$ cat src/rtl/cordic_rot_pkg.sv
package cordic_rot_pkg;

    // Deepest micro-rotation chain the angle table supports
    localparam int MAX_STAGES = 13;

    // atan(2^-idx) in units of 2*pi/65536, rounded
    function automatic int atan_q16(input int idx);
        case (idx)
            0:       return 8192;
            1:       return 4836;
            2:       return 2555;
            3:       return 1297;
            4:       return 651;
            5:       return 326;
            6:       return 163;
            7:       return 81;
            8:       return 41;
            9:       return 20;
            10:      return 10;
            11:      return 5;
            12:      return 3;
            default: return 0;
        endcase
    endfunction

    // Same angle rescaled to an ang_w-bit full-turn code, rounded to nearest
    function automatic int atan_code(input int idx, input int ang_w);
        int drop;
        drop = 16 - ang_w;
        return ((atan_q16(idx) * 2) / (2 ** drop) + 1) / 2;
    endfunction

endpackage

$ cat src/rtl/cordic_fold.sv
module cordic_fold #(
    parameter int DW = 8,
    parameter int IW = 10,
    parameter int AW = 8
) (
    input  logic                 clk,
    input  logic                 rst,
    input  logic                 i_v,
    input  logic [DW-1:0]        i_x,
    input  logic [DW-1:0]        i_y,
    input  logic [AW-1:0]        i_a,
    output logic                 o_v,
    output logic signed [IW-1:0] o_x,
    output logic signed [IW-1:0] o_y,
    output logic signed [AW-1:0] o_a
);
    localparam int QTR = 2 ** (AW - 2);

    logic signed [IW-1:0] x_ext, y_ext;
    logic                 flip;
    int                   a_int;

    always_comb begin
        x_ext = {{(IW-DW){i_x[DW-1]}}, i_x};
        y_ext = {{(IW-DW){i_y[DW-1]}}, i_y};
        a_int = int'($signed(i_a));
        flip  = (a_int > QTR) || (a_int < -QTR);
    end

    always_ff @(posedge clk) begin
        if (rst) o_v <= 1'b0;
        else     o_v <= i_v;
    end

    // Half-turn move: negate the vector and flip the angle sign bit
    always_ff @(posedge clk) begin
        if (flip) begin
            o_x <= -x_ext;
            o_y <= -y_ext;
            o_a <= {~i_a[AW-1], i_a[AW-2:0]};
        end else begin
            o_x <= x_ext;
            o_y <= y_ext;
            o_a <= i_a;
        end
    end

    AST_FOLD_RANGE: assert property (@(posedge clk) disable iff (rst)
        o_v |-> (int'(o_a) <= QTR && int'(o_a) >= -QTR));

endmodule

$ cat src/rtl/cordic_micro_stage.sv
module cordic_micro_stage
    import cordic_rot_pkg::*;
#(
    parameter int DW    = 8,
    parameter int IW    = 10,
    parameter int AW    = 8,
    parameter int SHIFT = 0
) (
    input  logic                 clk,
    input  logic                 rst,
    input  logic                 i_v,
    input  logic signed [IW-1:0] i_x,
    input  logic signed [IW-1:0] i_y,
    input  logic signed [AW-1:0] i_z,
    output logic                 o_v,
    output logic signed [IW-1:0] o_x,
    output logic signed [IW-1:0] o_y,
    output logic signed [AW-1:0] o_z
);
    localparam logic signed [AW-1:0] STEP  = AW'(atan_code(SHIFT, AW));
    localparam int                   BOUND = (5 * (2 ** (DW - 1))) / 2;

    logic                 dir_pos;
    logic signed [IW-1:0] x_sh, y_sh, x_nx, y_nx;
    logic signed [AW-1:0] z_nx;

    always_comb begin
        dir_pos = ~i_z[AW-1];
        x_sh    = i_x >>> SHIFT;
        y_sh    = i_y >>> SHIFT;
        if (dir_pos) begin
            x_nx = i_x - y_sh;
            y_nx = i_y + x_sh;
            z_nx = i_z - STEP;
        end else begin
            x_nx = i_x + y_sh;
            y_nx = i_y - x_sh;
            z_nx = i_z + STEP;
        end
    end

    always_ff @(posedge clk) begin
        if (rst) o_v <= 1'b0;
        else     o_v <= i_v;
    end

    always_ff @(posedge clk) begin
        o_x <= x_nx;
        o_y <= y_nx;
        o_z <= z_nx;
    end

    AST_NO_OVERFLOW: assert property (@(posedge clk) disable iff (rst)
        o_v |-> (int'(o_x) <= BOUND && int'(o_x) >= -BOUND &&
                 int'(o_y) <= BOUND && int'(o_y) >= -BOUND));

    AST_ZERO_STAYS: assert property (@(posedge clk) disable iff (rst)
        (i_v && i_x == '0 && i_y == '0) |=> (o_x == '0 && o_y == '0));

endmodule

$ cat src/rtl/cordic_gain_comp.sv
module cordic_gain_comp #(
    parameter int DW = 8,
    parameter int IW = 10
) (
    input  logic                 clk,
    input  logic                 rst,
    input  logic                 i_v,
    input  logic signed [IW-1:0] i_x,
    input  logic signed [IW-1:0] i_y,
    output logic                 o_v,
    output logic [DW-1:0]        o_x,
    output logic [DW-1:0]        o_y
);
    localparam int                   NFAC = 4;
    localparam logic signed [IW-1:0] MAXV = IW'(2 ** (DW - 1) - 1);
    localparam logic signed [IW-1:0] MINV = -IW'(2 ** (DW - 1));

    logic                 cv [NFAC+1];
    logic signed [IW-1:0] cx [NFAC+1];
    logic signed [IW-1:0] cy [NFAC+1];

    assign cv[0] = i_v;
    assign cx[0] = i_x;
    assign cy[0] = i_y;

    // Factors 1+1/4, 1-1/32, 1+1/256, 1-1/1024: one add or subtract each
    for (genvar k = 0; k < NFAC; k++) begin : g_fac
        localparam int SH  = (k == 0) ? 2 : (k == 1) ? 5 : (k == 2) ? 8 : 10;
        localparam bit SUB = (k % 2) == 1;

        always_ff @(posedge clk) begin
            if (rst) cv[k+1] <= 1'b0;
            else     cv[k+1] <= cv[k];
        end

        if (SUB) begin : g_sub
            always_ff @(posedge clk) begin
                cx[k+1] <= cx[k] - (cx[k] >>> SH);
                cy[k+1] <= cy[k] - (cy[k] >>> SH);
            end
        end else begin : g_add
            always_ff @(posedge clk) begin
                cx[k+1] <= cx[k] + (cx[k] >>> SH);
                cy[k+1] <= cy[k] + (cy[k] >>> SH);
            end
        end
    end

    function automatic logic [DW-1:0] clip(input logic signed [IW-1:0] v);
        if (v > MAXV)      return MAXV[DW-1:0];
        else if (v < MINV) return MINV[DW-1:0];
        else               return v[DW-1:0];
    endfunction

    // Final halving and clip to the output width
    always_ff @(posedge clk) begin
        if (rst) o_v <= 1'b0;
        else     o_v <= cv[NFAC];
    end

    always_ff @(posedge clk) begin
        o_x <= clip(cx[NFAC] >>> 1);
        o_y <= clip(cy[NFAC] >>> 1);
    end

    AST_SIGN_KEPT: assert property (@(posedge clk) disable iff (rst)
        o_v |-> (o_x[DW-1] == $past(cx[NFAC][IW-1]) &&
                 o_y[DW-1] == $past(cy[NFAC][IW-1])));

endmodule

$ cat src/rtl/cordic_rotator.sv
module cordic_rotator
    import cordic_rot_pkg::*;
#(
    parameter int DW     = 8,
    parameter int AW     = 8,
    parameter int STAGES = 8
) (
    input  logic          clk,
    input  logic          rst,
    input  logic          in_valid,
    input  logic [DW-1:0] in_x,
    input  logic [DW-1:0] in_y,
    input  logic [AW-1:0] in_ang,
    output logic          out_valid,
    output logic [DW-1:0] out_x,
    output logic [DW-1:0] out_y
);
    localparam int GUARD = 2;
    localparam int IW    = DW + GUARD;

    logic                 pv [STAGES+1];
    logic signed [IW-1:0] px [STAGES+1];
    logic signed [IW-1:0] py [STAGES+1];
    logic signed [AW-1:0] pz [STAGES+1];

    cordic_fold #(.DW(DW), .IW(IW), .AW(AW)) u_fold (
        .clk (clk),
        .rst (rst),
        .i_v (in_valid),
        .i_x (in_x),
        .i_y (in_y),
        .i_a (in_ang),
        .o_v (pv[0]),
        .o_x (px[0]),
        .o_y (py[0]),
        .o_a (pz[0])
    );

    for (genvar g = 0; g < STAGES; g++) begin : g_micro
        cordic_micro_stage #(.DW(DW), .IW(IW), .AW(AW), .SHIFT(g)) u_stage (
            .clk (clk),
            .rst (rst),
            .i_v (pv[g]),
            .i_x (px[g]),
            .i_y (py[g]),
            .i_z (pz[g]),
            .o_v (pv[g+1]),
            .o_x (px[g+1]),
            .o_y (py[g+1]),
            .o_z (pz[g+1])
        );
    end

    cordic_gain_comp #(.DW(DW), .IW(IW)) u_gain (
        .clk (clk),
        .rst (rst),
        .i_v (pv[STAGES]),
        .i_x (px[STAGES]),
        .i_y (py[STAGES]),
        .o_v (out_valid),
        .o_x (out_x),
        .o_y (out_y)
    );

    if (AW == 8 && STAGES >= 7 && STAGES <= MAX_STAGES) begin : g_res_chk
        AST_RESIDUAL_SMALL: assert property (@(posedge clk) disable iff (rst)
            pv[STAGES] |-> (int'(pz[STAGES]) <= 2 && int'(pz[STAGES]) >= -2));
    end

    AST_VALID_CLEARED: assert property (@(posedge clk) disable iff (rst)
        $past(rst) |-> !out_valid);

endmodule

$ cat config.mk
export PLATFORM = sky130hd
export DESIGN_NAME = cordic_rotator
export DESIGN_NICKNAME = d
export VERILOG_FILES = /design/src/rtl/cordic_rot_pkg.sv /design/src/rtl/cordic_fold.sv /design/src/rtl/cordic_micro_stage.sv /design/src/rtl/cordic_gain_comp.sv /design/src/rtl/cordic_rotator.sv
export SDC_FILE = /design/constraint.sdc
export NUM_CORES = 1
export LEC_CHECK = 0
export BUFFER_PORTS_ARGS = -buffer_cell sky130_fd_sc_hd__buf_2
export CAP_MARGIN = 5
export CORE_MARGIN = 3
export CORE_UTILIZATION = 25
export DETAILED_ROUTE_END_ITERATION = 8
export HOLD_SLACK_MARGIN = 0.08
export PLACE_DENSITY_LB_ADDON = 0.3
export SLEW_MARGIN = 40
export SYNTH_ARGS = -nofsm -noshare
export SYNTH_HDL_FRONTEND = slang
export SYNTH_SLANG_ARGS = --single-unit
$ cat constraint.sdc
create_clock -name clk -period 5 [get_ports clk]
set_clock_uncertainty 0.15 [all_clocks]
set_input_delay 0.5 -clock clk [delete_from_list [all_inputs] [get_ports clk]]
set_output_delay 0.5 -clock clk [all_outputs]
set_load 0.005 [all_outputs]
==> metrics.txt <==
most used cell, CP=o21a_1; setup bufs post-CTS=0; relative slew slack=between 40% and 50%; type of the worst setup path=register to register; largest family of logic cells by synthesized area=adder cells; Post-Syn Area per Cell=9.371 sq um; total grt overflow=0; largest net degree at the start of global routing=33; DIE AREA=slightly above 80000 sq um; drt drc=0; Main synth FF type=dfxtp_1; root buf cell=clkbuf_16; RSZ-0062 raised after global routing=false; compound-cell area share of the yosys netlist=15.06%; initial antenna violation count=0; GP Congestion=just over 0.8; CP max-delay cell=dfxtp_1; adder-cell share of the synthesized area=around a fifth; wire length per cell=between 10 and 15 microns; biggest area consumer among synthesized cells=dfxtp_1; synth top area cells=dfxtp_1 35%, ha_1 18%, xnor2_1 8.6%, nor2_1 3.8%, a21oi_1 3.7%; hold_sp=u_fold.o_a[4]; Area Overhead vs Synth=16.26%; initial core utilization=between 20% and 30%; CTS-repair resized insts=0; post-route clock period utilization=roughly three fifths; Slew Viols, Final=0; xor/xnor share of the synthesized area=a little under an eighth; Setup-failing EPs final=0; synthesized area=19810 sq um; Mapped Nets=between 2000 and 2500; drt pass-1 iters=5; 1st-iter DRT viols=between 400 and 500; Clock Path Buffers=3; detailed-placement wirelength estimate=30380 microns; crit path cell chain=mux2_2 -> fa_1 -> a21oi_1 -> nor2b_1 -> o21a_1 -> o21a_1 -> o41a_1 -> xor2_1; Synth cell types=70; CTS H-Tree Depth=2; r2r startpoint=g_micro[3].u_stage.o_z[7]; drt via density=approximately 4.3; crit path DAT=about 3200 ps; final wirelength=approximately 39000 microns; Cells after DPL=between 3000 and 4000; Worst Path Required=~5300 ps; CTS Sinks=344; clock transition at the registers of the reported paths=roughly 70 ps; Yosys reg bits=~340; async set or reset register ratio after synthesis=0%; post-synthesis sequential area ratio=34.76%; worst reg2reg setup slack=approximately 2100 ps; Hold EP=g_micro[0].u_stage.o_z[4]; Yosys Warn Count=0; simple-gate share of the synthesized area=between 10% and 20%; Post-synth EDFFs=0; ANT cells=0; Core ar.=77980 sq um; vias in the first global route=about 15000; fmax=about 340 MHz; status=complete, no violations; GRT Total Usage=a little under a tenth; final std cells w/o fill=3273; Clk Latency, worst-skew pair=approximately 580 ps; Post-Synthesis Cells=between 2000 and 2500; R2R depth=8; crit-path max FO=18; CP Capture Type=register; via count=~14000; RR Endpoint=g_micro[4].u_stage.o_x[8]; CTS tree=done; share of layout cells above drive strength 1=around 7%; Die Span X=approximately 290 microns; Nets=2541; Worst-Margin Slew=738.7 ps; CTS Buf Count=between 40 and 50; Yosys top cell area share=34.76%; Crit path max-delay family=compound AO/OA/AOI/OAI gates; hold depth=0; row count=102; mux share of post-synthesis cell area=under 10%; final hold viol count=0; Final Util=about 30%; max incr delay on CP=approximately 720 ps; setup TNS=0 ps; HP Class=register to register; crit path time final=slightly below 3000 ps; first-pass GRT wire length=66590 microns; max-cap viol count=0; Post-synth top cells=344 x dfxtp_1, 284 x ha_1, 198 x nor2_1, 195 x xnor2_1, 173 x inv_1; Die Ht=287.5 microns; CP Launch Type=register; antenna viol nets, final=0; top-count cell post-synth=dfxtp_1; Worst Path Buf+Inv=0; PortBufs=between 40 and 50; io pins=44
logic make-up after synthesis:
logic type | after synthesis
AO/OA/AOI/OAI | 474
XOR/XNOR | 267
adder cells (fa/ha/maj) | 315
buffers and inverters | 206
flip-flops | 344
multiplexers | 31
AND/OR/NAND/NOR | 477
metrics by stage:
| step | hold WS, ps | area (sq um) | setup slack [ps] |
|---|---|---|---|
| detailed placement | 163.2 | 21180 | 2093 |
| finish | 173.7 | 23030 | 2065 |
| CTS | 176.6 | 23030 | 2066 |
| floorplan | 159.6 | 19810 | 2258 |
| global placement | 164.3 | 21170 | 2071 |
| global route | 181.8 | 23030 | 1899 |
layout make-up:
class	instances	area, sq um
inverters	175	656.9
well taps	1040	1301
fillers	8058	54950
multi-input cells	1564	12120
clock inverters	24	389.1
repair buffers	71	495.5
flip-flops and latches	344	6889
clock buffers	55	1181
routing by layer:
metal | global-route usage [%] | wire length (microns) | up-vias
met5 | 0 | 0 | -
met4 | 3.742 | 1330 | 0
met3 | 1.742 | 1213 | 88
met2 | 17.67 | 19240 | 169
met1 | 10.56 | 16840 | 6478
li1 | - | - | 7442
cells in the final DEF (no fill, tap or decap), types with 18 or more instances in the layout:
cell	instances
dfxtp_1	342
ha_1	284
nor2_1	198
xnor2_1	195
inv_1	173
a21oi_1	145
o21ai_0	104
nand2_1	74
xor2_1	70
nor2b_1	65
nor3_1	46
clkbuf_16	43
buf_2	43
a21o_1	36
o21a_1	32
fa_1	31
nand2b_1	28
dlygate4sd3_1	28
o21ai_1	26
nand3_1	23
o21bai_1	20
o41ai_1	18
mux2i_1	18
a31oi_1	18
what timing repair did:
action                                  4_1_cts  5_1_grt
hold buffers                                 28        0
endpoints found under the setup margin        0        0
hold endpoints to repair                     31        0
worst max-delay path by stage:
| stage | end | start | depth (start not counted) |
|---|---|---|---|
| finish | g_micro[4].u_stage.o_x[8] | g_micro[3].u_stage.o_z[7] | 8 |
| global route | g_micro[3].u_stage.o_x[9] | g_micro[2].u_stage.o_z[7] | 8 |
| CTS | g_micro[4].u_stage.o_x[8] | g_micro[3].u_stage.o_z[7] | 8 |
| detailed placement | g_micro[4].u_stage.o_x[8] | g_micro[3].u_stage.o_z[7] | 8 |
| global placement | g_micro[4].u_stage.o_x[8] | g_micro[3].u_stage.o_z[7] | 8 |
| floorplan | g_micro[1].u_stage.o_y[9] | g_micro[0].u_stage.o_z[7] | 10 |
registers in the layout, summed over array words and instances, names as in the netlist:
register	flops
g_micro.u_stage.o_v	8
u_gain.cx	39
u_fold.o_y	10
u_fold.o_x	10
u_fold.o_a	8
g_micro.u_stage.o_y	79
g_micro.u_stage.o_z	49
u_gain.o_y	8
u_fold.o_v	1
u_gain.cy	39
g_micro.u_stage.o_x	80
u_gain.o_v	1
u_gain.o_x	8
u_gain.cv	4
Power is not shown: default switching activity piles up to over one toggle a cycle in this logic, so the estimate is an artifact.
